File: src/rtl/trap_entry_pkg.sv
package trap_entry_pkg;

    localparam int OPW = 4;

    typedef enum logic [OPW-1:0] {
        OPC_OTHER  = 4'd0,
        OPC_ATTN   = 4'd1,
        OPC_MFMS   = 4'd2,
        OPC_MTMS   = 4'd3,
        OPC_MTMSD  = 4'd4,
        OPC_RETINT = 4'd5,
        OPC_MFSR   = 4'd6,
        OPC_MTSR   = 4'd7,
        OPC_CRMOVE = 4'd8
    } opcode_e;

    typedef enum logic [1:0] {
        ST_IDLE = 2'd0,
        ST_SEQ  = 2'd1,
        ST_TRAP = 2'd2
    } verdict_e;

endpackage

File: src/rtl/trap_priv_classify.sv
module trap_priv_classify
    import trap_entry_pkg::*;
#(
    parameter int XLEN   = 64,
    parameter int PR_BIT = 49
) (
    input  logic [OPW-1:0]  op,
    input  logic            spr_hi,
    input  logic            illegal,
    input  logic [XLEN-1:0] msr,
    output logic            fault,
    output logic            cause_priv
);
    localparam int PR_LE = XLEN - 1 - PR_BIT;

    logic    priv_op;
    logic    priv_fault;
    logic    ill_fault;
    opcode_e opc;

    always_comb begin
        opc = opcode_e'(op);
        priv_op = 1'b0;
        unique case (opc)
            OPC_ATTN, OPC_MFMS, OPC_MTMS, OPC_MTMSD, OPC_RETINT: priv_op = 1'b1;
            OPC_MFSR, OPC_MTSR: priv_op = spr_hi;
            default: priv_op = 1'b0;
        endcase
        priv_fault = priv_op && msr[PR_LE];
        ill_fault  = illegal && (opc != OPC_CRMOVE);
        fault      = priv_fault || ill_fault;
        cause_priv = priv_fault;
    end

endmodule

File: src/rtl/trap_msr_xform.sv
module trap_msr_xform #(
    parameter int XLEN      = 64,
    parameter int SF_BIT    = 0,
    parameter int UND_BIT   = 5,
    parameter int TM_BIT    = 31,
    parameter int VEC_BIT   = 38,
    parameter int VSX_BIT   = 40,
    parameter int EE_BIT    = 48,
    parameter int PR_BIT    = 49,
    parameter int FP_BIT    = 50,
    parameter int FE0_BIT   = 52,
    parameter int TES_BIT   = 53,
    parameter int TEE_BIT   = 54,
    parameter int FE1_BIT   = 55,
    parameter int IR_BIT    = 58,
    parameter int DR_BIT    = 59,
    parameter int PMM_BIT   = 61,
    parameter int RI_BIT    = 62,
    parameter int LE_BIT    = 63,
    parameter int PRIV_BIT  = 45,
    parameter int ILLEG_BIT = 44
) (
    input  logic [XLEN-1:0] msr_in,
    input  logic            cause_priv,
    output logic [XLEN-1:0] msr_trap,
    output logic [XLEN-1:0] srr1_val
);
    localparam logic [XLEN-1:0] ONE = {{(XLEN-1){1'b0}}, 1'b1};

    localparam logic [XLEN-1:0] CLR_MASK =
        (ONE << (XLEN-1-UND_BIT)) | (ONE << (XLEN-1-TM_BIT))  |
        (ONE << (XLEN-1-VEC_BIT)) | (ONE << (XLEN-1-VSX_BIT)) |
        (ONE << (XLEN-1-EE_BIT))  | (ONE << (XLEN-1-PR_BIT))  |
        (ONE << (XLEN-1-FP_BIT))  | (ONE << (XLEN-1-FE0_BIT)) |
        (ONE << (XLEN-1-TES_BIT)) | (ONE << (XLEN-1-TEE_BIT)) |
        (ONE << (XLEN-1-FE1_BIT)) | (ONE << (XLEN-1-IR_BIT))  |
        (ONE << (XLEN-1-DR_BIT))  | (ONE << (XLEN-1-PMM_BIT)) |
        (ONE << (XLEN-1-RI_BIT));

    localparam logic [XLEN-1:0] SET_MASK =
        (ONE << (XLEN-1-SF_BIT)) | (ONE << (XLEN-1-LE_BIT));

    localparam logic [XLEN-1:0] PRIV_MASK  = ONE << (XLEN-1-PRIV_BIT);
    localparam logic [XLEN-1:0] ILLEG_MASK = ONE << (XLEN-1-ILLEG_BIT);

    always_comb begin
        msr_trap = (msr_in & ~CLR_MASK) | SET_MASK;
        srr1_val = msr_in | (cause_priv ? PRIV_MASK : ILLEG_MASK);
    end

endmodule

File: src/rtl/trap_entry_unit.sv
module trap_entry_unit
    import trap_entry_pkg::*;
#(
    parameter int              XLEN      = 64,
    parameter logic [63:0]     TRAP_VEC  = 64'h700,
    parameter int              INSN_STEP = 4,
    parameter int              PR_BIT    = 49,
    parameter int              SF_BIT    = 0,
    parameter int              LE_BIT    = 63,
    parameter int              PRIV_BIT  = 45,
    parameter int              ILLEG_BIT = 44
) (
    input  logic            clk,
    input  logic            rst_n,
    input  logic            in_valid,
    input  logic [3:0]      in_op,
    input  logic            in_spr_hi,
    input  logic            in_illegal,
    input  logic [63:0]     in_cia,
    input  logic [63:0]     in_msr,
    output logic            out_valid,
    output logic            out_trap,
    output logic            out_wr_en,
    output logic [63:0]     out_nia,
    output logic [63:0]     out_msr,
    output logic [63:0]     out_srr0,
    output logic [63:0]     out_srr1
);
    localparam logic [XLEN-1:0] STEP = XLEN'(INSN_STEP);

    verdict_e        state_q, state_d;
    logic            fault;
    logic            cause_priv;
    logic [XLEN-1:0] msr_trap;
    logic [XLEN-1:0] srr1_val;
    logic [XLEN-1:0] nia_q, msr_q, srr0_q, srr1_q;

    trap_priv_classify #(
        .XLEN   (XLEN),
        .PR_BIT (PR_BIT)
    ) u_classify (
        .op         (in_op),
        .spr_hi     (in_spr_hi),
        .illegal    (in_illegal),
        .msr        (in_msr),
        .fault      (fault),
        .cause_priv (cause_priv)
    );

    trap_msr_xform #(
        .XLEN      (XLEN),
        .SF_BIT    (SF_BIT),
        .PR_BIT    (PR_BIT),
        .LE_BIT    (LE_BIT),
        .PRIV_BIT  (PRIV_BIT),
        .ILLEG_BIT (ILLEG_BIT)
    ) u_xform (
        .msr_in     (in_msr),
        .cause_priv (cause_priv),
        .msr_trap   (msr_trap),
        .srr1_val   (srr1_val)
    );

    // next-state decision: GO_IDLE / GO_SEQ / GO_TRAP
    always_comb begin
        unique case ({in_valid, fault})
            2'b10:   state_d = ST_SEQ;
            2'b11:   state_d = ST_TRAP;
            default: state_d = ST_IDLE;
        endcase
    end

    // state register
    always_ff @(posedge clk) begin
        if (!rst_n) state_q <= ST_IDLE;
        else        state_q <= state_d;
    end

    // output data registers
    always_ff @(posedge clk) begin
        if (!rst_n) begin
            nia_q  <= '0;
            msr_q  <= '0;
            srr0_q <= '0;
            srr1_q <= '0;
        end else begin
            unique case (state_d)
                ST_TRAP: begin
                    nia_q  <= TRAP_VEC[XLEN-1:0];
                    msr_q  <= msr_trap;
                    srr0_q <= in_cia;
                    srr1_q <= srr1_val;
                end
                ST_SEQ: begin
                    nia_q <= in_cia + STEP;
                    msr_q <= in_msr;
                end
                default: ;
            endcase
        end
    end

    always_comb begin
        out_valid = (state_q != ST_IDLE);
        out_trap  = (state_q == ST_TRAP);
        out_wr_en = (state_q == ST_SEQ);
        out_nia   = nia_q;
        out_msr   = msr_q;
        out_srr0  = srr0_q;
        out_srr1  = srr1_q;
    end

endmodule

File: config.mk
export PLATFORM = sky130hd
export DESIGN_NAME = trap_entry_unit
export DESIGN_NICKNAME = d
export VERILOG_FILES = /design/src/rtl/trap_entry_pkg.sv /design/src/rtl/trap_priv_classify.sv /design/src/rtl/trap_msr_xform.sv /design/src/rtl/trap_entry_unit.sv
export SDC_FILE = /design/constraint.sdc
export NUM_CORES = 1
export LEC_CHECK = 0
export ABC_AREA = 1
export BUFFER_PORTS_ARGS = -buffer_cell sky130_fd_sc_hd__buf_4
export CAP_MARGIN = 20
export CORE_AREA = 3 3 170 172
export DETAILED_ROUTE_END_ITERATION = 7
export DIE_AREA = 0 0 173 175
export HOLD_SLACK_MARGIN = 0.02
export PLACE_DENSITY_LB_ADDON = 0.2
export SLEW_MARGIN = 0
export SYNTH_ARGS = -nofsm -noshare
export SYNTH_HDL_FRONTEND = slang
export SYNTH_SLANG_ARGS = --single-unit
File: constraint.sdc
create_clock -name clk -period 5.02 [get_ports clk]
set_clock_uncertainty 0.2 [all_clocks]
set_input_delay 1.255 -clock clk [delete_from_list [all_inputs] [get_ports clk]]
set_output_delay 1.255 -clock clk [all_outputs]
set_load 0.005 [all_outputs]
==> run summary <==
Hold Path Depth - 2
warnings from Yosys - 0
Pleak - 0.00704 µW
number of buffers inserted by hold repair at cts - 0
post-route insts no fill - 2265
Net Switching - 1320 µW
syn avg cell area - 7.26 µm²
switch share - 25.3%
crit start category - input port
core region area - 27600 µm²
most common cell after layout, fill and taps aside - buf_4
Synth Cell Area - 10900 µm²
Flop pwr share - 43.1%
Yosys top cell by area - dfxtp_1
fill cell count - 2713
first-pass GRT wire length - 61.9 mm
top cell type's share of synthesized area - 47.2%
DRT antenna net count - 0
setup TNS - 0 ns
maxcap violations - 0
clk root buf - clkbuf_16
CTS sink cnt - 258
final hold viol count - 0
worst skew pair latency - 0.54 ns
Clock power frac - 43.7%
n_diodes - 0
vias in the first global route - 10700
unrepaired setup endpoints after global routing - no
commonest cells after routing, fill and taps aside - 400 x buf_4, 301 x nand2_1, 282 x nor2_1
max frequency - 314 MHz
Worst R2R Path Depth - 2
internal reg-to-reg setup slack - 4.09 ns
Routed WL - 40.7 mm
Int Pwr - 3890 µW
Yosys reg bits - 258
CTS tree - yes
Least-Margin Pin Slew - 1.06 ns
hold wc startpoint - out_msr[1]
port buffer count - 395
Critical R2R Launch - out_nia[9]
minimum hold slack - 0.252 ns
Via density - 4.99
worst ir drop on vdd - 255 µV
IO Pins - 396
Worst Hold Path EP - out_msr[1]
reg-to-reg endpoint - out_nia[9]
die height - 175 µm
Max clock buf depth - 3
post-synth cell types - 39
final setup vio count - 0
Slew Limit Fails - 0
starting DRC count in detailed routing - 755
Max-slew headroom - 29.3%
clk slew on worst S/H paths - 0.06 ns
postcts setup bufs - 0
H-tree depth - 1
GRT Resource Usage Total - 25.5%
drt pass-1 iters - 6
fin crit share - 63.5%
WS Path Type - input port to flip-flop
outcome - finished, final reports clean
sequential area share after synthesis - 47.2%
GPL Wtd Cong - 0.965
site row count - 61
Synth area leaders - dfxtp_1 47%, nand2_1 10%, nor2_1 9.7%
remaining global-route overflow - 0
CTS resizes - 0
Layout area overhead - 38.3%
CP Capture Type - flip-flop
syn_nets - 1643
routed len/inst - 18.0 µm
synthesized instance count - 1505
Die Width - 173 µm
TritonCTS Buffers - 29
cell area power density - 345 nW/µm²
DIE AREA - 30300 µm²
Period minus WS final - 3.19 ns
Initial Utilization - 39.6%
CP max FO - 101
combinational cell fraction of total power - 13.2%
CP required - 5.30 ns
fraction of layout cells with a size suffix above 1 - 26.5%
HPWL reported at the end of detailed placement - 30.4 mm
NumNets Final - 2003
Hold Crit Class - flip-flop to flip-flop
critical path arrival - 3.47 ns
Inst Count DP - 2212
drt drc - 0
largest net degree at the start of global routing - 102
routed vias - 11300
initial antenna violation count - 0
cells by family after synthesis:
| logic type | Yosys count | synth area share (%) |
|---|---|---|
| AO/OA/AOI/OAI | 247 | 12.9 |
| XOR/XNOR | 21 | 1.68 |
| adder cells (fa/ha/maj) | 1 | 0.114 |
| buffers and inverters | 197 | 7.64 |
| flip-flops | 258 | 47.2 |
| AND/OR/NAND/NOR | 781 | 30.5 |
how the worst max path moves through the flow:
stage	from	slack (ns)	depth (start not counted)	to
after detailed placement	in_op[3]	1.25	9	out_srr0[63]
after global placement	in_op[3]	1.35	9	out_srr0[62]
after CTS	in_op[3]	1.81	9	out_srr0[63]
after global routing	in_op[3]	1.56	9	out_srr0[49]
final	in_op[3]	1.83	9	out_srr0[63]
after floorplan	in_cia[2]	2.41	10	out_nia[58]
synth_stat cells (all sizes together):
| library cell | number |
|---|---|
| a211oi | 46 |
| a21o | 2 |
| a21oi | 26 |
| a31o | 1 |
| a31oi | 1 |
| and2 | 2 |
| buf | 39 |
| clkbuf | 33 |
| clkinv | 1 |
| dfxtp | 258 |
| ha | 1 |
| inv | 124 |
| nand2 | 312 |
| nand3 | 133 |
| nand3b | 2 |
| nand4 | 17 |
| nor2 | 306 |
| nor3 | 6 |
| nor3b | 2 |
| o21ai | 155 |
| o21bai | 16 |
| or2 | 1 |
| xnor2 | 11 |
| xor2 | 10 |
state kept, by name, summed over array words and instances (netlist names):
signal	cells
out_msr	64
out_nia	64
out_srr0	64
out_srr1	64
state_q	2
area by class of cell:
class,instances,area [µm²],area share (%)
Clock buffer,39,853,5.65
Clock inverter,14,193,1.27
Inverter,125,472,3.12
Multi-Input combinational cell,1050,4940,32.7
Sequential cell,258,5160,34.2
Tap cell,378,473,3.13
Timing Repair Buffer,401,3020,20.0
routing by layer:
metal / wire [µm] / track usage [%] / up-vias
met4: 1870 / 10.7 / 0
met5: 0 / 0 / -
li1: - / - / 5591
met1: 16900 / 31.6 / 5191
met3: 3320 / 6.43 / 88
met2: 18600 / 42.3 / 439
critical path, cell delays in order:
cell and delay [ns]:
buf_4 0.11, inv_1 0.09, nand4_2 0.15, nand2_2 0.18, nand2_4 0.36, clkinv_2 0.15
buf_4 0.81, o21ai_0 0.20, a21oi_1 0.15
metrics by stage:
stage	utilization [%]	worst slack [ns]	total power, µW	area (µm²)
after floorplan	-	2.41	2570	10900
after global placement	50.9	1.35	2970	14100
after detailed placement	50.9	1.25	2980	14100
after CTS	54.7	1.81	5260	15100
after global routing	54.7	1.56	5410	15100
final	54.7	1.83	5210	15100
power groups by stage:
stage	sequential (µW)	combinational (µW)	clock, µW
after global routing	2260	754	2390
final	2250	688	2280
after CTS	2250	692	2320
after floorplan	2290	275	0
after global placement	2290	684	0
after detailed placement	2290	689	0
Power figures use the tool's default switching activity.
